$ cat src/rtl/hdb_pkg.sv
package hdb_pkg;

  // Depth of the look-back window; the four-bit substitution patterns need three.
  localparam int unsigned WIN = 3;

  typedef enum logic [1:0] {
    POL_NONE = 2'd0,
    POL_POS  = 2'd1,
    POL_NEG  = 2'd2
  } pol_e;

  // One bit time travelling through the window.
  typedef struct packed {
    logic vld;   // slot holds a real bit
    logic rp;    // raw positive rail
    logic rn;    // raw negative rail
    logic mark;  // a pulse was on the line
    logic data;  // decoded value (substituted marks cleared)
    logic viol;  // violation flag for this bit
  } slot_t;

endpackage

$ cat src/rtl/hdb_sel_qual.sv
module hdb_sel_qual #(
  parameter int unsigned QUAL_CYCLES = 16
) (
  input  logic clk,
  input  logic rst_n,
  input  logic sel,
  output logic uni_mode
);

  localparam int unsigned CW = $clog2(QUAL_CYCLES + 1);
  localparam logic [CW-1:0] LIMIT = CW'(QUAL_CYCLES);

  logic [CW-1:0] cnt_q;

  always_ff @(posedge clk or negedge rst_n) begin
    if (!rst_n) begin
      cnt_q    <= '0;
      uni_mode <= 1'b0;
    end else if (!sel) begin
      cnt_q    <= '0;
      uni_mode <= 1'b0;
    end else if (cnt_q == LIMIT) begin
      uni_mode <= 1'b1;
    end else begin
      cnt_q <= cnt_q + 1'b1;
    end
  end

  AST_SEL_LOW_DROPS: assert property (@(posedge clk) disable iff (!rst_n)
    !sel |=> !uni_mode);
  AST_MODE_RISE_NEEDS_SEL: assert property (@(posedge clk) disable iff (!rst_n)
    $rose(uni_mode) |-> sel && $past(sel));

endmodule

$ cat src/rtl/hdb_window.sv
module hdb_window
  import hdb_pkg::*;
(
  input  logic                clk,
  input  logic                rst_n,
  input  logic                shift,
  input  slot_t [WIN-1:0]     nxt,
  output slot_t [WIN-1:0]     win
);

  for (genvar g = 0; g < WIN; g++) begin : g_slot
    always_ff @(posedge clk or negedge rst_n) begin
      if (!rst_n)     win[g] <= '0;
      else if (shift) win[g] <= nxt[g];
    end
  end

endmodule

$ cat src/rtl/hdb_code_check.sv
module hdb_code_check
  import hdb_pkg::*;
(
  input  logic            clk,
  input  logic            rst_n,
  input  logic            accept,
  input  logic            hdb_en,
  input  logic            in_pos,
  input  logic            in_neg,
  input  slot_t [WIN-1:0] win,
  output slot_t [WIN:0]   nxt
);

  pol_e last_q;
  logic mark, both, same;
  logic all_space, lead_space, far_mark;

  always_comb begin
    mark = in_pos | in_neg;
    both = in_pos & in_neg;
    same = mark && !both &&
           ((in_pos && last_q == POL_POS) || (in_neg && last_q == POL_NEG));
    all_space = 1'b1;
    for (int i = 0; i < WIN; i++)
      if (!win[i].vld || win[i].mark) all_space = 1'b0;
    lead_space = 1'b1;
    for (int i = 0; i < WIN - 1; i++)
      if (!win[i].vld || win[i].mark) lead_space = 1'b0;
    far_mark = win[WIN-1].vld && win[WIN-1].mark;
  end

  always_comb begin
    nxt[0].vld  = 1'b1;
    nxt[0].rp   = in_pos;
    nxt[0].rn   = in_neg;
    nxt[0].mark = mark;
    nxt[0].data = mark;
    nxt[0].viol = 1'b0;
    for (int i = 1; i <= WIN; i++) nxt[i] = win[i-1];

    if (both) begin
      nxt[0].viol = 1'b1;
    end else if (same) begin
      if (hdb_en && all_space) begin
        nxt[0].data = 1'b0;                 // 0,0,0,V
      end else if (hdb_en && lead_space && far_mark) begin
        nxt[0].data   = 1'b0;               // B,0,0,V
        nxt[WIN].data = 1'b0;
      end else begin
        nxt[0].viol = 1'b1;
      end
    end

    if (hdb_en && !mark && all_space)
      for (int i = 0; i <= WIN; i++) nxt[i].viol = 1'b1;
  end

  always_ff @(posedge clk or negedge rst_n) begin
    if (!rst_n)                       last_q <= POL_NONE;
    else if (accept && mark && !both) last_q <= in_pos ? POL_POS : POL_NEG;
  end

  AST_SUB_NOT_FLAGGED: assert property (@(posedge clk) disable iff (!rst_n)
    accept && hdb_en && nxt[0].mark && !nxt[0].data |-> !nxt[0].viol);
  AST_FIRST_MARK_CLEAN: assert property (@(posedge clk) disable iff (!rst_n)
    accept && last_q == POL_NONE && (in_pos != in_neg) |-> !nxt[0].viol);
  AST_PLAIN_NO_RUN_FLAG: assert property (@(posedge clk) disable iff (!rst_n)
    accept && !hdb_en && !in_pos && !in_neg |-> !nxt[0].viol);

endmodule

$ cat src/rtl/linecode_rx_dec.sv
module linecode_rx_dec
  import hdb_pkg::*;
#(
  parameter int unsigned QUAL_CYCLES = 16
) (
  input  logic clk,
  input  logic rst_n,
  input  logic hdb_en,
  input  logic uni_sel,
  input  logic in_valid,
  output logic in_ready,
  input  logic in_pos,
  input  logic in_neg,
  output logic out_valid,
  input  logic out_ready,
  output logic out_a,
  output logic out_b
);

  logic            uni_mode;
  logic            accept;
  slot_t [WIN-1:0] win;
  slot_t [WIN:0]   nxt;
  slot_t           leaving;

  assign in_ready = !out_valid || out_ready;
  assign accept   = in_valid && in_ready;
  assign leaving  = nxt[WIN];

  hdb_sel_qual #(.QUAL_CYCLES(QUAL_CYCLES)) u_qual (
    .clk      (clk),
    .rst_n    (rst_n),
    .sel      (uni_sel),
    .uni_mode (uni_mode)
  );

  hdb_code_check u_check (
    .clk    (clk),
    .rst_n  (rst_n),
    .accept (accept),
    .hdb_en (hdb_en),
    .in_pos (in_pos),
    .in_neg (in_neg),
    .win    (win),
    .nxt    (nxt)
  );

  hdb_window u_win (
    .clk   (clk),
    .rst_n (rst_n),
    .shift (accept),
    .nxt   (nxt[WIN-1:0]),
    .win   (win)
  );

  always_ff @(posedge clk or negedge rst_n) begin
    if (!rst_n) begin
      out_valid <= 1'b0;
      out_a     <= 1'b0;
      out_b     <= 1'b0;
    end else if (accept) begin
      out_valid <= leaving.vld;
      out_a     <= uni_mode ? leaving.data : leaving.rp;
      out_b     <= uni_mode ? leaving.viol : leaving.rn;
    end else if (out_ready) begin
      out_valid <= 1'b0;
    end
  end

  AST_STALL_HOLD: assert property (@(posedge clk) disable iff (!rst_n)
    out_valid && !out_ready |=> out_valid && $stable(out_a) && $stable(out_b));
  AST_DATA_NEEDS_MARK: assert property (@(posedge clk) disable iff (!rst_n)
    accept && leaving.vld && leaving.data |-> leaving.mark);

endmodule

$ cat config.mk
export PLATFORM = sky130hd
export DESIGN_NAME = linecode_rx_dec
export DESIGN_NICKNAME = d
export VERILOG_FILES = /design/src/rtl/hdb_pkg.sv /design/src/rtl/hdb_sel_qual.sv /design/src/rtl/hdb_window.sv /design/src/rtl/hdb_code_check.sv /design/src/rtl/linecode_rx_dec.sv
export SDC_FILE = /design/constraint.sdc
export NUM_CORES = 1
export LEC_CHECK = 0
export ABC_CLOCK_PERIOD_IN_PS = 1180
export BUFFER_PORTS_ARGS = -buffer_cell sky130_fd_sc_hd__buf_2
export CAP_MARGIN = 30
export CELL_PAD_IN_SITES_DETAIL_PLACEMENT = 1
export CELL_PAD_IN_SITES_GLOBAL_PLACEMENT = 2
export CORE_UTILIZATION = 25
export CTS_CLUSTER_SIZE = 40
export DETAILED_ROUTE_END_ITERATION = 10
export PLACE_DENSITY_LB_ADDON = 0.1
export SLEW_MARGIN = 20
export SYNTH_ARGS = -nofsm -noshare
export SYNTH_HDL_FRONTEND = slang
export SYNTH_SLANG_ARGS = --single-unit
$ cat constraint.sdc
create_clock -name clk -period 1.18 [get_ports clk]
set_input_delay 0.236 -clock clk [delete_from_list [all_inputs] [get_ports clk]]
set_output_delay 0.236 -clock clk [all_outputs]
set_load 0.01 [all_outputs]
Yosys cells after proc, flatten, opt, wreduce, memory -nomap -nowiden
Index checks and enable logic that the tools add are counted.
{"block": "word_totals", "wordCells": 84, "ramBits": 0, "in_bits": 8, "latch_bits": 0, "memories": 0, "mem_bits_ro": 0, "regBits": 29}
{"block": "op_classes", "n_div": 0, "multipliers": 0, "order_cmp": 0, "eq_ne": 5, "n_addsub": 1, "n_reduce_logical": 25, "bitwise_logic": 2, "shifts": 0, "muxes": 27}
{"op": "two-way mux 1 bit", "n": 23}
{"op": "logical AND 1 bit", "n": 13}
{"op": "two-way mux 5 bit", "n": 2}
{"op": "logical NOT 1 bit", "n": 6}
{"op": "adder 5 x 1 -> 5 bit, second input constant", "n": 1}
{"op": "equality test 5 bit, second input constant", "n": 1}
{"op": "logical OR 1 bit", "n": 5}
{"op": "two-way mux 2 bit", "n": 2}
{"op": "equality test 2 x 1 -> 1 bit, second input constant", "n": 1}
{"op": "equality test 2 bit, second input constant", "n": 1}
{"op": "!= test 2 x 1 -> 1 bit, second input constant", "n": 1}
{"op": "!= test 2 bit, second input constant", "n": 1}
{"op": "nonzero test 2 bit", "n": 1}
{"op": "bitwise AND 1 bit", "n": 1}
{"op": "bitwise OR 1 bit", "n": 1}

Depth between registers and ports, before layout
Gate-level depths: netlist of run 1.
{"block": "depth", "depth_word": 11, "depth_mapped": 6, "ltp_nobuf": 6}

Cells and area by module
From an unflattened synthesis of run 1, not the netlist that was laid out.
{"block": "hier_totals", "cells_unflattened": 127, "hier_area_um2": 1560.2}
{"module": "hdb_window", "seq_area_each_um2": 450.4, "area_per_inst_um2": 721.9, "cells_per_inst": 38, "n_inst": 1}
{"module": "hdb_code_check", "seq_area_each_um2": 50.0, "area_per_inst_um2": 365.4, "cells_per_inst": 47, "n_inst": 1}
{"module": "hdb_sel_qual", "seq_area_each_um2": 150.1, "area_per_inst_um2": 320.3, "cells_per_inst": 29, "n_inst": 1}
{"module": "linecode_rx_dec", "seq_area_each_um2": 75.1, "area_per_inst_um2": 152.6, "cells_per_inst": 13, "n_inst": 1}

Least setup slack after synthesis of run 1
OpenSTA, ideal clock, no wires.
{"block": "synth_path", "path_kind": "register to register", "from": "register out_valid", "to": "register u_check.last_q[0]", "arrival_time_ns": 1.238, "setup_slack_ns": -0.183, "period_less_slack_ns": 1.363, "path_buffers": 0, "path_stages_with_launch": 5, "path_cell_list": "dfrtp_1 nand2b_4 nand2_2 or3_4 mux2_4"}
{"block": "synth_via", "elab_chain_cells": 5}
{"element": "start, declared", "line_no": "linecode_rx_dec.sv:14", "text": "output logic out_valid,"}
{"element": "start signal, assigned", "line_no": "linecode_rx_dec.sv:62", "text": "out_valid <= leaving.vld;"}
{"element": "logical NOT 1 bit", "line_no": "linecode_rx_dec.sv:26", "text": "assign in_ready = !out_valid || out_ready;"}
{"element": "logical OR 1 bit", "line_no": "linecode_rx_dec.sv:26"}
{"element": "via in_ready", "line_no": "linecode_rx_dec.sv:11", "text": "output logic in_ready,"}
{"element": "logical AND 1 bit", "line_no": "linecode_rx_dec.sv:27", "text": "assign accept = in_valid && in_ready;"}
{"element": "logical AND 1 bit (2 in series)", "line_no": "hdb_code_check.sv:60", "text": "else if (accept && mark && !both) last_q <= in_pos ? POL_POS : POL_NEG;"}
{"element": "end signal, assigned", "line_no": "hdb_code_check.sv:60"}
{"element": "end, declared", "line_no": "hdb_code_check.sv:14", "text": "pol_e last_q;"}
The timed path passes the listed nets, and every way through them passes these cells.
A chain may end at the register's enable or synchronous reset.

Worst setup path after layout of run 1
{"block": "layout_path", "from": "register out_valid", "to": "register u_check.last_q[0]"}
{"block": "layout_via", "elab_chain_cells": 5}
{"element": "logical NOT 1 bit", "line_no": "linecode_rx_dec.sv:26"}
{"element": "logical OR 1 bit", "line_no": "linecode_rx_dec.sv:26"}
{"element": "logical AND 1 bit", "line_no": "linecode_rx_dec.sv:27"}
{"element": "logical AND 1 bit (2 in series)", "line_no": "hdb_code_check.sv:60"}
No other way between the ends.

==> results of run 1 <==
-- registers in the layout (all words and copies together), names as in the netlist --
signal,count
out_a,1
out_valid,1
u_qual.uni_mode,1
u_check.last_q,2
out_b,1
u_win.win,18
u_qual.cnt_q,5
-- cell usage after synthesis, types with 3 or more instances --
cell / instances
o21ai_0: 4
dfrtp_1: 29
nand2b_1: 3
and2_1: 4
mux2_2: 10
nor2_1: 4
nand3_1: 3
xnor2_1: 3
ha_1: 4
nand2_1: 9
inv_1: 7
-- area by class of cell --
| cell class | count | share of cell area (%) |
|---|---|---|
| repair buffers | 38 | 16.3 |
| clock buffers | 6 | 3.96 |
| inverters | 7 | 1.43 |
| flip-flops and latches | 29 | 39.6 |
| multi-input cells | 69 | 33.6 |
| well taps | 67 | 4.58 |
| clock inverters | 2 | 0.546 |
-- cell families (layout without fill, tap and decap cells) --
group | count (synthesis) | in the layout | share of synthesized area [%]
muxes | 13 | 13 | 11.4
and+or+nand+nor | 35 | 35 | 16.1
AOI/OAI and AO/OA | 13 | 13 | 6.85
buffers and inverters | 10 | 53 | 3.09
adders and majority gates | 4 | 4 | 3.86
DFF | 29 | 29 | 56.0
xor gates and xnor gates | 4 | 4 | 2.70
-- cell usage in the layout (no fill, tap or decap), types with 4 or more instances in the layout --
| cell type | n |
|---|---|
| mux2_4 | 5 |
| mux2_2 | 6 |
| clkbuf_8 | 5 |
| nand2_1 | 8 |
| buf_4 | 21 |
| dfrtp_1 | 29 |
| inv_1 | 5 |
| buf_2 | 10 |
| buf_6 | 4 |
-- through the flow --
stage	area [sq um]	hold WS (ns)	power (mW)	TNS, ns
2_1_floorplan	1340	-0.0596	1.56	-0.711
6_report	1830	0.231	2.64	-1.11
5_1_grt	1830	0.232	2.81	-2.18
4_1_cts	1740	0.211	2.63	-0.994
3_5_place_dp	1630	0.143	1.81	-2.22
3_3_place_gp	1630	0.138	1.79	-1.88
-- worst max-delay path by stage --
| stage | start | end | cells after the start |
|---|---|---|---|
| floorplan | out_valid$_DFFE_PN0P_ | u_check.last_q[0]$_DFFE_PN0P_ | 4 |
| global placement | in_neg | out_b$_DFFE_PN0P_ | 7 |
| detailed placement | in_neg | u_win.win[0]$_DFFE_PN0P_ | 7 |
| CTS | u_win.win[8]$_DFFE_PN0P_ | out_b$_DFFE_PN0P_ | 4 |
| global route | u_win.win[8]$_DFFE_PN0P_ | u_win.win[0]$_DFFE_PN0P_ | 4 |
| finish | out_valid$_DFFE_PN0P_ | u_check.last_q[0]$_DFFE_PN0P_ | 4 |
-- power by group through the flow --
stage / Clock (mW) / Combinational (mW) / Sequential (mW)
detailed placement: 0 / 0.528 / 1.28
global placement: 0 / 0.512 / 1.28
floorplan: 0 / 0.282 / 1.27
global route: 0.857 / 0.660 / 1.29
finish: 0.781 / 0.597 / 1.27
CTS: 0.825 / 0.541 / 1.27
-- critical path: cells and delay by family, from the launching register on --
family	cells	cell delay, ns
multiplexers	1	0.30
AND/OR/NAND/NOR	3	0.52
flip-flops	1	0.40
-- what timing repair did --
item,in CTS,in global routing
pin swaps,5,6
hold endpoints to repair,10,0
buffers inserted,2,6
gates resized for setup,6,13
cloned,0,0
hold buffers,1,0
setup endpoints to repair,18,22
-- per-layer routing --
metal  share of wire, %  vias to the layer above  wire length [um]  global-route usage [%]
li1                   -                      455                 -                       -
met1                 48                      460              1410                    15.8
met2                 47                       15              1380                    19.1
met3                3.1                        6                92                    2.98
met4                2.0                        0                60                    7.69
met5                  0                        -                 0                       0
==> metrics.md, run 1 <==
| Metric | Value |
|---|---|
| Top cell type's share of synthesized area | 56.0% |
| Cell taking the most area after synthesis | dfrtp_1 |
| Port bufs | 11 |
| Worst hold path stage count | 3 |
| Drt via density | 4.29 |
| Row count | 25 |
| Gate Count Post-Synth | 108 |
| Yosys warns | 0 |
| Clock power frac | 29.5% |
| Multi-input logic area | 616 sq um |
| CTS max path bufs | 2 |
| Max_cap viols | 0 |
| RSZ-0062 raised after global routing | yes |
| Worst-path clk slew | 0.06 ns |
| P&R area growth vs syn | 41.3% |
| Startpoint Class | flop |
| Outcome | complete, but fails checks |
| Largest net degree at the start of global routing | 20 |
| Initial Util | 26.7% |
| Pre-Repair DR Iteration Count | 3 |
| DR WL/cell | 13.5 um |
| Die Y | 74.0 um |
| Final min period | 1.34 ns |
| R2R Path End | u_check.last_q[0]$_DFFE_PN0P_ |
| Critical Path RT | 1.34 ns |
| PwrDens | 1440 mW/mm^2 |
| # setup viols final | 16 |
| Setup Crit Path Kind | flop to flop |
| Hold crit path type | input port to flop |
| Initial antenna violation count | 0 |
| Die ar. | 0.00548 sq mm |
| Via count | 936 |
| Synth top area cells | dfrtp_1 56%, mux2_2 8.7%, ha_1 3.9%, nand2_1 2.6%, inv_1 2.0% |
| Routed wire length | 2940 um |
| Layout cell share with drive strength beyond 1 | 47.7% |
| Worst-margin pin slew | 0.313 ns |
| Reg power frac | 47.9% |
| Final std cells w/o fill | 218 |
| Asr flop ratio synth | 100% |
| Fin. max-slew vios | 0 |
| CTS Buf Count | 5 |
| R2r startpoint | out_valid$_DFFE_PN0P_ |
| Synthesized flop and latch total | 29 |
| Internal | 1.92 mW |
| Commonest register cell after synthesis | dfrtp_1 |
| Post-synthesis area per instance | 12.0 sq um |
| Initial DRC count | 15 |
| Register area | 726 sq um |
| Crit path max fanout | 3 |
| Max VDD drop | 504 uV |
| Sw Ratio | 27.2% |
| Final number of hold-violating endpoints | 0 |
| Global Route Usage Sum | 12.4% |
| CTS tree | yes |
| First-pass GRT wire length | 4860 um |
| Hold wc startpoint | uni_sel |
| Placed wire-length estimate | 2120 um |
| Flop2flop setup slack | -0.16 ns |
| Post-route setup slack | -0.160 ns |
| Post-synth cell types | 34 |
| Core footprint | 0.00485 sq mm |
| Min-Delay Endpoint | u_qual.cnt_q[2]$_DFFE_PN0P_ |
| Total gr overflow | 0 |
| I/O Pins | 12 |
| Failing checks | negative setup slack |
| Worst Setup End Kind | flop |
| Clk root buf | clkbuf_8 |
| Crit-path max cell delay | 0.40 ns |
| Post-synth EDFFs | 0 |
| Tcrit/Tclk final | 114% |
| Antenna-violating nets left | 0 |
| Vias in the first global route | 989 |
| Worst endpoint data arrival time | 1.50 ns |
| # diodes | 0 |
| Net count after synthesis | 120 |
| Peak Freq | 746 MHz |
| Final Wtd Congestion | 0.721 |
| Post-layout util | 37.8% |
| Seq/Total Area, Yosys | 56.0% |
| Clock Latency Late Sink | 0.28 ns |
| R2R depth | 4 |
| # clock sinks | 29 |
| Slowest cell on crit path | dfrtp_1 |
| Placed Cells | 203 |
| Post-Synthesis Cell Area | 0.00130 sq mm |
| Slew Limit Headroom | 79.1% |
| Gate power share | 22.6% |
| Critical-path cell list | nand2b_4 -> nand2_4 -> or3_4 -> mux2_4 |
| Pleak | 0.833 nW |
| Htree depth | 2 |
| Final #Nets | 162 |
| P_sw | 720 uW |
| Die width | 74.0 um |
| Clock skew | 0.00407 ns |
| Fillers | 541 |
| Place WS | -0.254 ns |
| DRC | 0 |
No activity file was read; power rests on OpenSTA's default activity.
==> inputs of run 2 (changes only) <==
--- a/config.mk
+++ b/config.mk
@@ -14,7 +14,9 @@
 export CTS_CLUSTER_SIZE = 40
 export DETAILED_ROUTE_END_ITERATION = 10
 export PLACE_DENSITY_LB_ADDON = 0.1
+export SETUP_SLACK_MARGIN = 0.1
 export SLEW_MARGIN = 20
 export SYNTH_ARGS = -nofsm -noshare
 export SYNTH_HDL_FRONTEND = slang
+export SYNTH_HIERARCHICAL = 1
 export SYNTH_SLANG_ARGS = --single-unit
==> run 2 against run 1 <==
The flow still finishes with violations (negative setup slack); total power rose by 37%; flip-flop and latch count unchanged; die area grew 19%; final cell count up 3.7%; first-iteration DRC count increased to 2.5 times the previous value; clock-buffer cell count up 1; largest cell class unchanged; largest power group unchanged.
==> metrics.md, run 2 <==
| Metric | Value |
|---|---|
| Final #Nets | 162 (unchanged) |
| Worst Setup End Kind | flop (unchanged) |
| Net count after synthesis | 138 (was 120) |
| P&R area growth vs syn | 25.5% (was 41.3%) |
| Antenna-violating nets left | 0 (unchanged) |
| Die Y | 80.8 um (was 74.0 um) |
| Fin. max-slew vios | 0 (unchanged) |
| DRC | 0 (unchanged) |
| Pleak | 0.915 nW (was 0.833 nW) |
| Drt via density | 4.14 (was 4.29) |
| Clock power frac | 25.1% (was 29.5%) |
| Most common cell after layout, fill and taps aside | dfrtp_1 (unchanged) |
| Initial Util | 26.1% (was 26.7%) |
| Post-synthesis area per instance | 12.3 sq um (was 12.0 sq um) |
| First-pass GRT wire length | 5340 um (was 4860 um) |
| PwrDens | 1860 mW/mm^2 (was 1440 mW/mm^2) |
| Initial antenna violation count | 0 (unchanged) |
| Tcrit/Tclk final | 121% (was 114%) |
| Hold crit path type | input port to flop (unchanged) |
| Worst-path clk slew | 0.07 ns (was 0.06 ns) |
| Final hold slack | 0.266 ns (was 0.231 ns) |
| # clock sinks | 29 (unchanged) |
| Final Wtd Congestion | 0.689 (was 0.721) |
| Post-Synthesis Cell Area | 0.00155 sq mm (was 0.00130 sq mm) |
| Total Power | 3.63 mW (was 2.64 mW) |
| Flop2flop setup slack | -0.25 ns (was -0.16 ns) |
| Gate power share | 33.7% (was 22.6%) |
| Pre-Repair DR Iteration Count | 4 (was 3) |
| Post-route setup slack | -0.252 ns (was -0.160 ns) |
| Clock skew | 0.00668 ns (was 0.00407 ns) |
| I/O Pins | 12 (unchanged) |
| Max VDD drop | 580 uV (was 504 uV) |
| RSZ-0062 raised after global routing | yes (unchanged) |
| Die width | 80.8 um (was 74.0 um) |
| Core footprint | 0.00596 sq mm (was 0.00485 sq mm) |
| Total gr overflow | 0 (unchanged) |
| Final number of hold-violating endpoints | 0 (unchanged) |
| Layout Cell Area excl Fill | 0.00195 sq mm (was 0.00183 sq mm) |
| Internal | 2.62 mW (was 1.92 mW) |
| Via count | 936 (unchanged) |
| Biggest register | u_win/win (was u_win.win) |
| Htree depth | 2 (unchanged) |
| Die ar. | 0.00653 sq mm (was 0.00548 sq mm) |
| Clock Latency Late Sink | 0.28 ns (about the same) |
| CTS max path bufs | 2 (unchanged) |
| Failing checks | negative setup slack (unchanged) |
| Crit path max fanout | 4 (was 3) |
| Largest regs | u_win/win x18, u_qual/cnt_q x5, u_check/last_q x2 (was u_win.win x18, u_qual.cnt_q x5, u_check.last_q x2) |
| Row count | 28 (was 25) |
| Outcome | complete, but fails checks (unchanged) |
| Peak Freq | 698 MHz (was 746 MHz) |
| DR WL/cell | 13.7 um (was 13.5 um) |
| Fillers | 664 (was 541) |
| Global Route Usage Sum | 11.3% (was 12.4%) |
| Startpoint Class | flop (unchanged) |
| Placed wire-length estimate | 2180 um (was 2120 um) |
| Critical Path RT | 1.35 ns (was 1.34 ns) |
| Gate Count Post-Synth | 126 (was 108) |
| Vias in the first global route | 1023 (was 989) |
| Layout cell share with drive strength beyond 1 | 53.6% (was 47.7%) |
| Placed instance area | 0.00169 sq mm (was 0.00163 sq mm) |
| Initial DRC count | 38 (was 15) |
| Reg power frac | 41.2% (was 47.9%) |
| Final min period | 1.43 ns (was 1.34 ns) |
| Routed wire length | 3090 um (was 2940 um) |
| Setup Crit Path Kind | flop to flop (unchanged) |
| # diodes | 0 (unchanged) |
| Worst endpoint data arrival time | 1.60 ns (was 1.50 ns) |
| Max reg flops | 18 (unchanged) |
| Max_cap viols | 0 (unchanged) |
| P_sw | 1.00 mW (was 720 uW) |
| Yosys warns | 6 (was 0) |
| Most frequent cells in the layout | 29 x dfrtp_1, 20 x buf_4, 16 x mux2_4 (was 29 x dfrtp_1, 21 x buf_4, 10 x buf_2) |
| Sw Ratio | 27.6% (was 27.2%) |
| CTS tree | yes (unchanged) |
| Place WS | -0.306 ns (was -0.254 ns) |
| Post-layout util | 32.7% (was 37.8%) |
| # setup viols final | 22 (was 16) |
| Port bufs | 11 (unchanged) |
| Clk root buf | clkbuf_8 (unchanged) |
| Largest net degree at the start of global routing | 30 (was 20) |
| CTS Buf Count | 5 (unchanged) |
[run 2: cell type report]
type	instances	area, sq um	area share [%]
inverter	6	22.5	1.16
clock inverter	1	5.00	0.257
timing repair buffer	37	300	15.4
clock buffer	7	96.3	4.94
sequential	29	726	37.2
tap	75	93.8	4.81
multi-input combinational	71	706	36.2
[run 2: final timing paths]
| check | cells after the start | to | startpoint |
|---|---|---|---|
| min in group asynchronous | 3 | u_qual/cnt_q[3]$_DFFE_PN0P_ | rst_n |
| worst min-delay path | 2 | u_qual/uni_mode$_DFFE_PN0P_ | uni_sel |
| max in group asynchronous | 3 | u_win/win[7]$_DFFE_PN0P_ | rst_n |
| worst max register to register | 4 | u_win/win[0]$_DFFE_PN0P_ | u_win/win[5]$_DFFE_PN0P_ |
| worst max-delay path | 4 | u_win/win[0]$_DFFE_PN0P_ | u_win/win[5]$_DFFE_PN0P_ |
| worst min register to register | 1 | u_win/win[3]$_DFFE_PN0P_ | u_win/win[3]$_DFFE_PN0P_ |
[run 2: worst max-delay path: stages (launching register included)]
cell and delay, ns:
dfrtp_1 0.39, and4bb_1 0.24, and4_4 0.17, a311o_1 0.27, mux2_4 0.26
[run 2: power groups by stage]
| stage | combinational (mW) | sequential, mW | clock, mW |
|---|---|---|---|
| 2_1_floorplan | 0.806 | 1.48 | 0 |
| 3_3_place_gp | 0.950 | 1.49 | 0 |
| 3_5_place_dp | 0.968 | 1.50 | 0 |
| 4_1_cts | 1.10 | 1.49 | 0.961 |
| 5_1_grt | 1.34 | 1.53 | 1.01 |
| 6_report | 1.22 | 1.49 | 0.911 |
[run 2: stage by stage]
step           std cells  setup TNS [ns]
6_report             226           -2.44
2_1_floorplan        126           -3.55
5_1_grt              226           -3.37
4_1_cts              221           -2.75
3_5_place_dp         210           -3.12
3_3_place_gp         210           -2.83
[run 2: what timing repair did]
action | in CTS | in global routing
hold endpoints to repair | 29 | 0
hold buffers | 1 | 0
setup buffers | 2 | 6
resized for setup | 18 | 12
setup endpoints to repair | 28 | 30
pin swaps | 5 | 2
[run 2: layer usage]
| metal | track usage (%) | vias to the layer above | routed length [um] | share of wire [%] |
|---|---|---|---|---|
| met3 | 4.16 | 6 | 106 | 3.4 |
| met1 | 14.5 | 457 | 1530 | 50 |
| met2 | 16.9 | 15 | 1400 | 45 |
| li1 | - | 458 | - | - |
| met4 | 4.82 | 0 | 56 | 1.8 |
| met5 | 0 | - | 0 | 0 |
==> inputs of run 3 (changes only) <==
--- a/config.mk
+++ b/config.mk
@@ -8,12 +8,10 @@
 export ABC_CLOCK_PERIOD_IN_PS = 1180
 export BUFFER_PORTS_ARGS = -buffer_cell sky130_fd_sc_hd__buf_2
 export CAP_MARGIN = 30
-export CELL_PAD_IN_SITES_DETAIL_PLACEMENT = 1
-export CELL_PAD_IN_SITES_GLOBAL_PLACEMENT = 2
 export CORE_UTILIZATION = 25
 export CTS_CLUSTER_SIZE = 40
 export DETAILED_ROUTE_END_ITERATION = 10
-export PLACE_DENSITY_LB_ADDON = 0.1
+export PLACE_DENSITY = 0.53
 export SETUP_SLACK_MARGIN = 0.1
 export SLEW_MARGIN = 20
 export SYNTH_ARGS = -nofsm -noshare
==> run 3 against run 2 <==
The run still ends with negative setup slack left; global-route usage decreased by 0.83 points; first-iteration DRC count decreased by 2.6%; sequential share of layout area decreased by 0.095 points; hold slack got worse by 0.047 ns; clock power decreased by 1%; sequential power about the same; worst setup slack got worse by 0.038 ns; wire length decreased by 1.7%; combinational power about the same; highest routed layer unchanged.
==> metrics.md, run 3 (synthesis gave the netlist of run 2 again) <==
| Metric | Value |
|---|---|
| RSZ-0062 raised after global routing | yes (unchanged) |
| Row count | 28 (unchanged) |
| Clock skew | 0.00948 ns (was 0.00668 ns) |
| Internal | 2.61 mW (was 2.62 mW) |
| Post-layout util | 32.8% (was 32.7%) |
| CTS max path bufs | 2 (unchanged) |
| Fillers | 615 (was 664) |
| Outcome | complete, but fails checks (unchanged) |
| Routed wire length | 3040 um (was 3090 um) |
| Pre-Repair DR Iteration Count | 4 (unchanged) |
| First-pass GRT wire length | 4940 um (was 5340 um) |
| Htree depth | 2 (unchanged) |
| Final Wtd Congestion | 0.808 (was 0.689) |
| Pleak | 0.909 nW (was 0.915 nW) |
| Global Route Usage Sum | 10.5% (was 11.3%) |
| Final hold slack | 0.219 ns (was 0.266 ns) |
| I/O Pins | 12 (unchanged) |
| Post-route setup slack | -0.290 ns (was -0.252 ns) |
| Tcrit/Tclk final | 125% (was 121%) |
| Setup Crit Path Kind | flop to flop (unchanged) |
| Max VDD drop | 819 uV (was 580 uV) |
| Antenna-violating nets left | 0 (unchanged) |
| Failing checks | negative setup slack (unchanged) |
| Max_cap viols | 0 (unchanged) |
| Initial DRC count | 37 (was 38) |
| Die width | 80.8 um (unchanged) |
| Hold crit path type | input port to flop (unchanged) |
| Crit path max fanout | 3 (was 4) |
| Initial antenna violation count | 0 (unchanged) |
| Fin. max-slew vios | 0 (unchanged) |
| Placed wire-length estimate | 1890 um (was 2180 um) |
| CTS tree | yes (unchanged) |
| Largest regs | u_win/win x18, u_qual/cnt_q x5, u_check/last_q x2 (unchanged) |
| Initial Util | 26.1% (unchanged) |
| Die ar. | 0.00653 sq mm (unchanged) |
| Largest net degree at the start of global routing | 30 (unchanged) |
| Peak Freq | 680 MHz (was 698 MHz) |
| Placed instance area | 0.00167 sq mm (was 0.00169 sq mm) |
| Sw Ratio | 28.1% (was 27.6%) |
| Total gr overflow | 0 (unchanged) |
| Most frequent cells in the layout | 29 x dfrtp_1, 17 x mux2_4, 12 x buf_4 (was 29 x dfrtp_1, 20 x buf_4, 16 x mux2_4) |
| P&R area growth vs syn | 25.9% (was 25.5%) |
| Port bufs | 11 (unchanged) |
| Final std cells w/o fill | 221 (was 226) |
| Max reg flops | 18 (unchanged) |
| Highest metal used | met4 (unchanged) |
| Critical Path RT | 1.35 ns (about the same) |
| DRC | 0 (unchanged) |
| # diodes | 0 (unchanged) |
| # setup viols final | 25 (was 22) |
| Die Y | 80.8 um (unchanged) |
| Core footprint | 0.00596 sq mm (unchanged) |
| Via count | 954 (was 936) |
| Most common cell after layout, fill and taps aside | dfrtp_1 (unchanged) |
| P_sw | 1.02 mW (was 1.00 mW) |
| Clock Latency Late Sink | 0.28 ns (about the same) |
| Routed wl met3 | 100 um (was 106 um) |
| Clk root buf | clkbuf_8 (unchanged) |
| Layout cell share with drive strength beyond 1 | 52.7% (was 53.6%) |
| Worst Setup End Kind | flop (unchanged) |
| Clock power frac | 24.8% (was 25.1%) |
| Gate power share | 34.1% (was 33.7%) |
| Reg power frac | 41.1% (was 41.2%) |
| Final min period | 1.47 ns (was 1.43 ns) |
| DRT met1 WL | 1530 um (about the same) |
| CTS Buf Count | 5 (unchanged) |
| Layout Cell Area excl Fill | 0.00195 sq mm (about the same) |
| Worst-path clk slew | 0.07 ns (about the same) |
| Final #Nets | 157 (was 162) |
| Wire length on met2 | 1350 um (was 1400 um) |
| PwrDens | 1860 mW/mm^2 (about the same) |
| Worst endpoint data arrival time | 1.64 ns (was 1.60 ns) |
| Startpoint Class | flop (unchanged) |
| Drt via density | 4.32 (was 4.14) |
| Vias in the first global route | 1015 (was 1023) |
| Setup_tns | -3.40 ns (was -2.44 ns) |
| Final number of hold-violating endpoints | 0 (unchanged) |
| Biggest register | u_win/win (unchanged) |
| # clock sinks | 29 (unchanged) |
| DR WL/cell | 13.8 um (was 13.7 um) |
| Placed Cells | 206 (was 210) |
[run 3: metal layers]
metal | up-vias | global-route usage (%)
li1 | 447 | -
met1 | 483 | 13.8
met2 | 17 | 15.1
met3 | 7 | 3.37
met4 | 0 | 5.36
met5 | - | 0
[run 3: critical path, cell delays in order (launching register included)]
cell and delay [ns]:
dfrtp_1 0.39, and4bb_2 0.36, nand3_2 0.09, a311o_1 0.27
mux2_4 0.25
[run 3: stage by stage]
| step | power [mW] | setup slack, ns |
|---|---|---|
| after floorplan | 2.28 | -0.206 |
| after global placement | 2.39 | -0.294 |
| after detailed placement | 2.43 | -0.324 |
| after CTS | 3.63 | -0.282 |
| after global routing | 3.86 | -0.335 |
| final | 3.64 | -0.290 |
[run 3: final cells by class]
cell class              count  area, sq um  area share [%]
flip-flops and latches     29          726            37.1
multi-input cells          71          706            36.1
repair buffers             32          305            15.6
clock buffers               7         96.3            4.93
well taps                  75         93.8            4.80
inverters                   6         22.5            1.15
clock inverters             1         5.00           0.256
[run 3: timing repair]
action / in CTS / in global routing
gates resized for setup: 19 / 12
pin swaps: 7 / 6
endpoints found under the setup margin: 28 / 29
buffers inserted: 3 / 2
hold buffers: 1 / 0
hold endpoints to repair: 29 / 0
gates cloned: 2 / 1
[run 3: power groups by stage]
stage | combinational (mW) | clock [mW] | sequential (mW)
after floorplan | 0.806 | 0 | 1.48
after global placement | 0.912 | 0 | 1.48
after detailed placement | 0.941 | 0 | 1.49
after CTS | 1.19 | 0.947 | 1.48
after global routing | 1.34 | 0.996 | 1.53
final | 1.24 | 0.902 | 1.50
[run 3: worst paths after layout]
path / slack (ns) / endpoint / from / cells after the start
worst max register to register: -0.29 / u_win/win[0]$_DFFE_PN0P_ / u_win/win[8]$_DFFE_PN0P_ / 4
max in group asynchronous: 0.58 / u_win/win[15]$_DFFE_PN0P_ / rst_n / 3
worst min-delay path: 0.22 / u_win/win[4]$_DFFE_PN0P_ / in_pos / 2
worst max-delay path: -0.29 / u_win/win[0]$_DFFE_PN0P_ / u_win/win[8]$_DFFE_PN0P_ / 4
min in group asynchronous: 0.43 / u_win/win[16]$_DFFE_PN0P_ / rst_n / 3
worst min register to register: 0.50 / u_win/win[13]$_DFFE_PN0P_ / u_win/win[7]$_DFFE_PN0P_ / 1
